[config.mk]
export PLATFORM = sky130hd
export DESIGN_NAME = pps_miscount_stepper
export DESIGN_NICKNAME = d
export VERILOG_FILES = /design/src/rtl/pps_step_pkg.sv /design/src/rtl/pps_cycle_counter.sv /design/src/rtl/miscount_tracker.sv /design/src/rtl/dac_stepper.sv /design/src/rtl/pps_miscount_stepper.sv
export SDC_FILE = /design/constraint.sdc
export NUM_CORES = 1
export LEC_CHECK = 0
export ABC_AREA = 1
export BUFFER_PORTS_ARGS = -buffer_cell sky130_fd_sc_hd__buf_2
export CORE_MARGIN = 1
export CORE_UTILIZATION = 45
export DETAILED_ROUTE_END_ITERATION = 12
export HOLD_SLACK_MARGIN = 0.06
export PLACE_DENSITY = 0.65
export SYNTH_ARGS = -nofsm -noshare
export SYNTH_HDL_FRONTEND = slang
export SYNTH_SLANG_ARGS = --single-unit
[constraint.sdc]
create_clock -name clk_i -period 2.75 [get_ports clk_i]
set_input_delay 0.55 -clock clk_i [delete_from_list [all_inputs] [get_ports clk_i]]
set_output_delay 0.55 -clock clk_i [all_outputs]
set_load 0.01 [all_outputs]
[src/rtl/pps_step_pkg.sv]
package pps_step_pkg;

    typedef enum logic [1:0] {
        SC_ON      = 2'b00,
        SC_OVER    = 2'b01,
        SC_UNDER   = 2'b10,
        SC_DISCARD = 2'b11
    } sec_code_t;

    typedef enum logic [2:0] {
        S_SYNC,
        S_TRACK,
        S_PEND_FAST,
        S_PEND_SLOW,
        S_HOLD_BAD,
        S_HOLD_ONE
    } trk_state_t;

    typedef enum logic [1:0] {
        STEP_NONE,
        STEP_DOWN,
        STEP_UP
    } step_dir_t;

endpackage

[src/rtl/pps_cycle_counter.sv]
module pps_cycle_counter
    import pps_step_pkg::*;
#(
    parameter int CNT_W   = 24,
    parameter int NOMINAL = 10_000_000,
    parameter int MARGIN  = 1000
) (
    input  logic             clk_i,
    input  logic             rst_i,
    input  logic             en_i,
    input  logic             pps_i,
    output logic [CNT_W-1:0] count_o,
    output sec_code_t        cls_o,
    output logic             over_lim_o
);

    localparam logic [CNT_W-1:0] NOM_C   = CNT_W'(NOMINAL);
    localparam logic [CNT_W-1:0] LIM_C   = CNT_W'(NOMINAL + MARGIN);
    localparam logic [CNT_W-1:0] CNT_MAX = '1;

    logic [CNT_W-1:0] cnt_q;
    logic [CNT_W-1:0] count_q;

    always_ff @(posedge clk_i) begin
        if (rst_i) begin
            cnt_q   <= '0;
            count_q <= '0;
        end else if (!en_i) begin
            cnt_q   <= '0;
        end else if (pps_i) begin
            count_q <= cnt_q;
            cnt_q   <= CNT_W'(1);
        end else if (cnt_q != CNT_MAX) begin
            cnt_q   <= cnt_q + 1'b1;
        end
    end

    always_comb begin
        if (cnt_q == NOM_C)     cls_o = SC_ON;
        else if (cnt_q > NOM_C) cls_o = SC_OVER;
        else                    cls_o = SC_UNDER;
    end

    assign over_lim_o = (cnt_q > LIM_C);
    assign count_o    = count_q;

    // counter restarts at one after each strobe
    a_r2_restart_at_one: assert property (@(posedge clk_i) disable iff (rst_i)
        (en_i && pps_i) |=> (cnt_q == CNT_W'(1)));

    // counter advances by one between strobes, without wrapping
    a_r2_no_wrap: assert property (@(posedge clk_i) disable iff (rst_i)
        (en_i && !pps_i && cnt_q != CNT_MAX) |=> (cnt_q == $past(cnt_q) + 1'b1));

endmodule

[src/rtl/miscount_tracker.sv]
module miscount_tracker
    import pps_step_pkg::*;
(
    input  logic      clk_i,
    input  logic      rst_i,
    input  logic      en_i,
    input  logic      pps_i,
    input  sec_code_t cls_i,
    input  logic      over_lim_i,
    output step_dir_t step_o,
    output sec_code_t code_o,
    output logic      hold_o
);

    trk_state_t state_q, state_d;
    sec_code_t  code_q;

    // state register
    always_ff @(posedge clk_i) begin
        if (rst_i) state_q <= S_SYNC;
        else       state_q <= state_d;
    end

    // next state
    always_comb begin
        state_d = state_q;
        if (!en_i) begin
            state_d = S_SYNC;
        end else if (pps_i) begin
            unique case (state_q)
                S_SYNC:      state_d = S_TRACK;
                S_TRACK:     state_d = (cls_i == SC_OVER)  ? S_PEND_FAST :
                                       (cls_i == SC_UNDER) ? S_PEND_SLOW : S_TRACK;
                S_PEND_FAST: state_d = (cls_i == SC_UNDER) ? S_PEND_SLOW : S_TRACK;
                S_PEND_SLOW: state_d = (cls_i == SC_OVER)  ? S_PEND_FAST : S_TRACK;
                S_HOLD_BAD:  state_d = over_lim_i ? S_HOLD_BAD : S_HOLD_ONE;
                S_HOLD_ONE:  state_d = over_lim_i ? S_HOLD_BAD : S_TRACK;
                default:     state_d = S_SYNC;
            endcase
        end else if (over_lim_i && state_q != S_SYNC) begin
            state_d = S_HOLD_BAD;
        end
    end

    // outputs
    always_comb begin
        step_o = STEP_NONE;
        if (en_i && pps_i) begin
            unique case (state_q)
                S_PEND_FAST: if (cls_i == SC_OVER)  step_o = STEP_DOWN;
                S_PEND_SLOW: if (cls_i == SC_UNDER) step_o = STEP_UP;
                default:     step_o = STEP_NONE;
            endcase
        end
    end

    always_ff @(posedge clk_i) begin
        if (rst_i || !en_i)   code_q <= SC_DISCARD;
        else if (pps_i)       code_q <= (state_q == S_SYNC) ? SC_DISCARD : cls_i;
    end

    assign code_o = code_q;
    assign hold_o = (state_q == S_HOLD_BAD) || (state_q == S_HOLD_ONE);

    // status code changes only on a strobe
    a_r3_code_on_strobe: assert property (@(posedge clk_i) disable iff (rst_i)
        (en_i && !pps_i) |=> $stable(code_o));

    // no step requested during holdoff
    a_r9_no_step_in_hold: assert property (@(posedge clk_i) disable iff (rst_i)
        hold_o |-> (step_o == STEP_NONE));

endmodule

[src/rtl/dac_stepper.sv]
module dac_stepper
    import pps_step_pkg::*;
#(
    parameter int DAC_W = 16
) (
    input  logic             clk_i,
    input  logic             rst_i,
    input  step_dir_t        step_i,
    output logic [DAC_W-1:0] dac_o
);

    localparam logic [DAC_W-1:0] DAC_MID = {1'b1, {(DAC_W-1){1'b0}}};
    localparam logic [DAC_W-1:0] DAC_MAX = '1;

    logic [DAC_W-1:0] dac_q;

    always_ff @(posedge clk_i) begin
        if (rst_i) begin
            dac_q <= DAC_MID;
        end else begin
            unique case (step_i)
                STEP_DOWN: if (dac_q != '0)     dac_q <= dac_q - 1'b1;
                STEP_UP:   if (dac_q != DAC_MAX) dac_q <= dac_q + 1'b1;
                default:   dac_q <= dac_q;
            endcase
        end
    end

    assign dac_o = dac_q;

    // the word moves by at most one per edge
    a_r6_unit_step: assert property (@(posedge clk_i) disable iff (rst_i)
        1'b1 |=> (dac_q == $past(dac_q) || dac_q == $past(dac_q) + 1'b1
                  || dac_q == $past(dac_q) - 1'b1));

    // saturation at both ends
    a_r8_no_wrap_top: assert property (@(posedge clk_i) disable iff (rst_i)
        (dac_q == DAC_MAX && step_i == STEP_UP) |=> (dac_q == DAC_MAX));
    a_r8_no_wrap_bottom: assert property (@(posedge clk_i) disable iff (rst_i)
        (dac_q == '0 && step_i == STEP_DOWN) |=> (dac_q == '0));

endmodule

[src/rtl/pps_miscount_stepper.sv]
module pps_miscount_stepper
    import pps_step_pkg::*;
#(
    parameter int CNT_W   = 24,
    parameter int DAC_W   = 16,
    parameter int NOMINAL = 10_000_000,
    parameter int MARGIN  = 1000
) (
    input  logic             clk_i,
    input  logic             rst_i,
    input  logic             en_i,
    input  logic             pps_i,
    output logic [DAC_W-1:0] dac_o,
    output logic [1:0]       code_o,
    output logic [CNT_W-1:0] count_o,
    output logic             hold_o
);

    sec_code_t cls;
    sec_code_t code;
    step_dir_t step;
    logic      over_lim;

    pps_cycle_counter #(
        .CNT_W(CNT_W), .NOMINAL(NOMINAL), .MARGIN(MARGIN)
    ) u_cnt (
        .clk_i(clk_i), .rst_i(rst_i), .en_i(en_i), .pps_i(pps_i),
        .count_o(count_o), .cls_o(cls), .over_lim_o(over_lim)
    );

    miscount_tracker u_trk (
        .clk_i(clk_i), .rst_i(rst_i), .en_i(en_i), .pps_i(pps_i),
        .cls_i(cls), .over_lim_i(over_lim),
        .step_o(step), .code_o(code), .hold_o(hold_o)
    );

    dac_stepper #(.DAC_W(DAC_W)) u_dac (
        .clk_i(clk_i), .rst_i(rst_i), .step_i(step), .dac_o(dac_o)
    );

    assign code_o = code;

    // the tuning word is frozen while holdoff is set
    a_r9_hold_freezes: assert property (@(posedge clk_i) disable iff (rst_i)
        hold_o |=> $stable(dac_o));

endmodule

==> impl_results.html <==
<table>
<tr><th>Metric</th><th>Value</th></tr>
<tr><th colspan="2">Setup path</th></tr>
<tr><td>Cell breakdown of the critical path</td><td>nor2_4 -&gt; inv_1 -&gt; o21ai_4 -&gt; nand4_1 -&gt; inv_2 -&gt; ha_4 -&gt; clkinvlp_4 -&gt; buf_12 -&gt; buf_6 -&gt; ha_4 -&gt; nand2_2 -&gt; nand2_2 -&gt; a21oi_2 -&gt; o21bai_1 -&gt; a21oi_1 -&gt; nand2_1 -&gt; nand2_1 -&gt; nand3_2 -&gt; nand2_1 -&gt; inv_1</td></tr>
<tr><td>Delay-heaviest family, CP</td><td>simple AND/OR/NAND/NOR gates</td></tr>
<tr><td>Critical path's slowest cell</td><td>dfxtp_2</td></tr>
<tr><td>Critical path's largest stage delay</td><td>340 ps</td></tr>
<tr><td>WP buf/inv</td><td>6</td></tr>
<tr><td>Class of the most critical setup path</td><td>flop to flop</td></tr>
<tr><td>Depth of the worst register-to-register path</td><td>20</td></tr>
<tr><td>Cell repeated most along the worst path</td><td>nand2_1</td></tr>
<tr><td>Largest driver fanout on the critical path</td><td>7</td></tr>
<tr><td>Startpoint class of the critical path</td><td>flop</td></tr>
<tr><td>R2r startpoint</td><td>u_cnt.cnt_q[22]$_SDFFE_PP0P_</td></tr>
<tr><td>Data arrival, critical path</td><td>3020 ps</td></tr>
<tr><td>Critical path capture point type</td><td>flop</td></tr>
<tr><td>Required time reported for the critical path endpoint</td><td>3000 ps</td></tr>
<tr><td>Slack of the worst reg-to-reg path</td><td>-20 ps</td></tr>
<tr><td>Endpoint of the worst register-to-register path</td><td>u_dac.dac_o[14]$_SDFFE_PP0P_</td></tr>
<tr><th colspan="2">Finish</th></tr>
<tr><td># diodes</td><td>0</td></tr>
<tr><td>Fraction of layout cells with a size suffix above 1</td><td>0.344</td></tr>
<tr><td>Area growth from synthesis to layout</td><td>39.1%</td></tr>
<tr><td>Post-route core utilization</td><td>0.649</td></tr>
<tr><td>Count of nets after finishing</td><td>753</td></tr>
<tr><th colspan="2">Global routing</th></tr>
<tr><td>Global-route wire length before repair</td><td>19900 microns</td></tr>
<tr><td>Initial antenna violation count</td><td>0</td></tr>
<tr><td>Global routing usage summed across all routing layers</td><td>0.259</td></tr>
<tr><td>Via count of the first global-routing pass</td><td>4250</td></tr>
<tr><td>Pin count of the biggest net entering global routing</td><td>45</td></tr>
<tr><td>Total overflow reported by the global router</td><td>0</td></tr>
<tr><th colspan="2">Status</th></tr>
<tr><td>Violated checks</td><td>setup timing</td></tr>
<tr><td>Outcome</td><td>finished, violations left</td></tr>
<tr><th colspan="2">Yosys</th></tr>
<tr><td>Number of register bits inferred by synthesis</td><td>69</td></tr>
<tr><td>Number of enable-type register cells in the synthesized netlist</td><td>0</td></tr>
<tr><td>Area fraction in compound gates after synthesis</td><td>0.172</td></tr>
<tr><td>Number of unique standard cell types used by synthesis</td><td>35</td></tr>
<tr><td>Synthesized area per cell</td><td>6.83 sq um</td></tr>
<tr><td>Area fraction in and, or, nand and nor cells after synthesis</td><td>0.282</td></tr>
<tr><td>Total standard cell area after synthesis</td><td>4090 sq um</td></tr>
<tr><td>Portion of netlist area occupied by mux cells</td><td>0</td></tr>
<tr><td>Adder-cell share of the synthesized area</td><td>0.0600</td></tr>
<tr><td>Count of synthesis-stage warnings from yosys</td><td>0</td></tr>
<tr><td>Post-Synth XOR/XNOR Area</td><td>0.0514</td></tr>
<tr><td>Top cell type by total area after synthesis</td><td>dfxtp_1</td></tr>
<tr><td>Proportion of netlist area held by the largest area contributor</td><td>0.338</td></tr>
<tr><td>Most area-consuming cells after synthesis</td><td>dfxtp_1, nand2_1, a21oi_1, inv_1, o21ai_0</td></tr>
<tr><td>Share of async-settable or async-resettable flops after synthesis</td><td>0</td></tr>
<tr><td>Dominant synthesized flop cell</td><td>dfxtp_1</td></tr>
<tr><td>Post-synthesis sequential area ratio</td><td>0.338</td></tr>
<tr><td>Number of standard cells after synthesis</td><td>599</td></tr>
<tr><td>Syn nets</td><td>622</td></tr>
<tr><td>Largest family of logic cells by synthesized area</td><td>simple AND/OR/NAND/NOR gates</td></tr>
<tr><th colspan="2">Power and ir drop</th></tr>
<tr><td>Leakage power summed over all cells</td><td>2.78 nW</td></tr>
<tr><td>Power Density</td><td>359 nW/um^2</td></tr>
<tr><td>Peak supply drop</td><td>0.220 mV</td></tr>
<tr><th colspan="2">Die</th></tr>
<tr><td>Die boundary width</td><td>97.3 microns</td></tr>
<tr><td>Core area</td><td>8760 sq um</td></tr>
<tr><td>Total die area</td><td>9470 sq um</td></tr>
<tr><td>Count of boundary I/O pins</td><td>47</td></tr>
<tr><td>Die Span Y</td><td>97.3 microns</td></tr>
<tr><td>Number of cell rows</td><td>34</td></tr>
<tr><td>Initial core utilization</td><td>0.467</td></tr>
<tr><th colspan="2">Min path</th></tr>
<tr><td>Hold Startpoint</td><td>u_cnt.count_o[16]$_SDFFE_PP0P_</td></tr>
<tr><td>Count of cells along the worst hold path</td><td>2</td></tr>
<tr><td>Hold crit path type</td><td>flop to flop</td></tr>
<tr><td>Worst hold path endpoint</td><td>u_cnt.count_o[16]$_SDFFE_PP0P_</td></tr>
<tr><th colspan="2">Routing</th></tr>
<tr><td>Total detailed-routing wirelength</td><td>12400 microns</td></tr>
<tr><td>Post-route DRC</td><td>0</td></tr>
<tr><td>Total via count after detailed routing</td><td>4415</td></tr>
<tr><td>Detailed-routing iteration count for the pre-antenna-repair pass</td><td>4</td></tr>
<tr><td>Routed WL per cell</td><td>14.7 microns</td></tr>
<tr><td>Via-per-instance ratio</td><td>5.24</td></tr>
<tr><td>Count of antenna-violating nets left after detailed routing</td><td>0</td></tr>
<tr><td>First-iteration detailed-routing DRC count</td><td>224</td></tr>
<tr><th colspan="2">Place</th></tr>
<tr><td>Global placement routability congestion</td><td>0.911</td></tr>
<tr><td>Placed wire-length estimate</td><td>8840 microns</td></tr>
<tr><td>Count of port buffers added during placement</td><td>46</td></tr>
<tr><th colspan="2">STA</th></tr>
<tr><td>Unrepaired setup endpoints after global routing</td><td>true</td></tr>
<tr><td>Final critical delay including setup and external delays</td><td>2770 ps</td></tr>
<tr><td>Worst-Margin Slew</td><td>393 ps</td></tr>
<tr><td>Worst max-slew margin expressed relative to the limit</td><td>0.736</td></tr>
<tr><td>Final Max Slew Viols</td><td>0</td></tr>
<tr><td>Final worst hold slack</td><td>487 ps</td></tr>
<tr><td># setup viols final</td><td>1</td></tr>
<tr><td>Max Clock Skew</td><td>9.65 ps</td></tr>
<tr><td>Setup slack of the critical path after layout</td><td>-18.6 ps</td></tr>
<tr><td>Final-report hold violation count</td><td>0</td></tr>
<tr><td>Highest clock rate</td><td>0.361 GHz</td></tr>
<tr><td>Final worst-path cycle share</td><td>1.01</td></tr>
<tr><th colspan="2">Job</th></tr>
<tr><td>Number of max-cap violations</td><td>0</td></tr>
<tr><th colspan="2">Clock network</th></tr>
<tr><td>Clock Root Buffer</td><td>clkbuf_8</td></tr>
<tr><td>CTS Hold Buffers Added</td><td>0</td></tr>
<tr><td>Clock latency on the worst-skew pair</td><td>360 ps</td></tr>
<tr><td>Clock transition at the registers of the reported paths</td><td>80 ps</td></tr>
<tr><td>H-tree depth</td><td>3</td></tr>
<tr><td>Number of CTS-inserted buffers</td><td>9</td></tr>
<tr><td>Clock sinks</td><td>69</td></tr>
<tr><td>CTS tree</td><td>yes</td></tr>
<tr><td>Buffer depth of the longest clock path</td><td>2</td></tr>
</table>
registers in the layout, indices dropped and copies added (netlist names):
signal         cells
u_dac.dac_o       16
u_cnt.count_o     24
u_cnt.cnt_q       24
u_trk.code_o       2
u_trk.state_q      3
worst max-delay path by stage:
stage,endpoint,slack (ps),from,cells after the start
floorplan,u_dac.dac_o[15]$_SDFFE_PP1P_,-60,en_i,15
global placement,u_dac.dac_o[11]$_SDFFE_PP0P_,-110,u_cnt.cnt_q[16]$_SDFFE_PP0P_,14
detailed placement,u_dac.dac_o[11]$_SDFFE_PP0P_,-190,u_cnt.cnt_q[20]$_SDFFE_PP0P_,16
CTS,u_dac.dac_o[15]$_SDFFE_PP1P_,0.2,u_cnt.cnt_q[16]$_SDFFE_PP0P_,17
global route,u_dac.dac_o[14]$_SDFFE_PP0P_,-220,u_cnt.cnt_q[22]$_SDFFE_PP0P_,20
finish,u_dac.dac_o[14]$_SDFFE_PP0P_,-20,u_cnt.cnt_q[22]$_SDFFE_PP0P_,20
metrics by stage:
stage	setup TNS (ps)	std cells	cell area [sq um]	setup slack [ps]	power [W]
2_1_floorplan	-148	599	4170	-57.6	0.00113
3_3_place_gp	-323	814	5040	-105	0.00117
3_5_place_dp	-877	814	5040	-190	0.00117
4_1_cts	0	833	5330	0.241	0.00206
5_1_grt	-1360	843	5690	-219	0.00213
6_report	-18.6	843	5690	-18.6	0.00204
synth_stat cells, types with 6 or more instances:
cell type,count
nor2_1,56
xnor2_1,6
inv_1,81
inv_2,7
nand3_1,46
o21ai_0,50
dfxtp_1,69
clkbuf_1,7
nand2_1,99
o21ai_1,11
xor2_1,18
a21oi_1,61
nand4_1,20
ha_1,18
nor3_1,11
cell families (layout without fill, tap and decap cells):
family | Yosys count | after routing
simple gates | 249 | 249
compound gates | 135 | 135
buf+inv | 103 | 239
flops | 69 | 69
xor+xnor | 24 | 24
fa+ha+maj | 19 | 19
layout make-up:
cell class                      instances  area [sq um]
Inverter                               89           342
Timing Repair Buffer                  134           940
Multi-Input combinational cell        427          2670
Tap cell                              108           135
Sequential cell                        69          1400
Fill cell                             815          3080
Clock buffer                           10           138
Clock inverter                          6          71.3
repair_timing:
item | CTS | global route
buffers inserted | 3 | 10
endpoints found under the hold margin | 0 | 0
setup endpoints to repair | 11 | 13
pin swaps | 5 | 37
gates resized for setup | 16 | 77
cloned | 0 | 1
power by group:
part	switching (W)	internal, W
Clock	0.000441	0.000450
Sequential	0.0000116	0.00102
Combinational	0.0000729	0.0000459
worst reg2reg max path, cell delays in order (launching register included):
cell	delay (ps)
dfxtp_2	340
nor2_4	120
inv_1	80
o21ai_4	200
nand4_1	180
inv_2	100
ha_4	140
clkinvlp_4	130
buf_12	160
buf_6	120
ha_4	260
nand2_2	80
nand2_2	60
a21oi_2	130
o21bai_1	90
a21oi_1	190
nand2_1	80
nand2_1	70
nand3_2	50
nand2_1	50
inv_1	30
layer usage:
layer	GRT usage	vias up	routed length, microns
met2	0.484	103	6580
met1	0.297	2037	5150
li1	-	2249	-
met5	0	-	0
met3	0.0417	26	403
met4	0.0882	0	272
layout by cell type, fill, tap and decap left out, drive strengths merged:
cell type and count:
a21oi 62, xnor2 6, ha 18, nand4 22, buf 133, clkbuf 11
clkinvlp 3, xor2 18, nand2 103, inv 88, fa 1, a31oi 5
clkinv 3, nor3 16, or2 1, nand3 48, o21a 1, o21ai 62
nor2 59, bufinv 1, o21bai 4, o31ai 1, dfxtp 69
No activity file was read; power rests on OpenSTA's default activity.
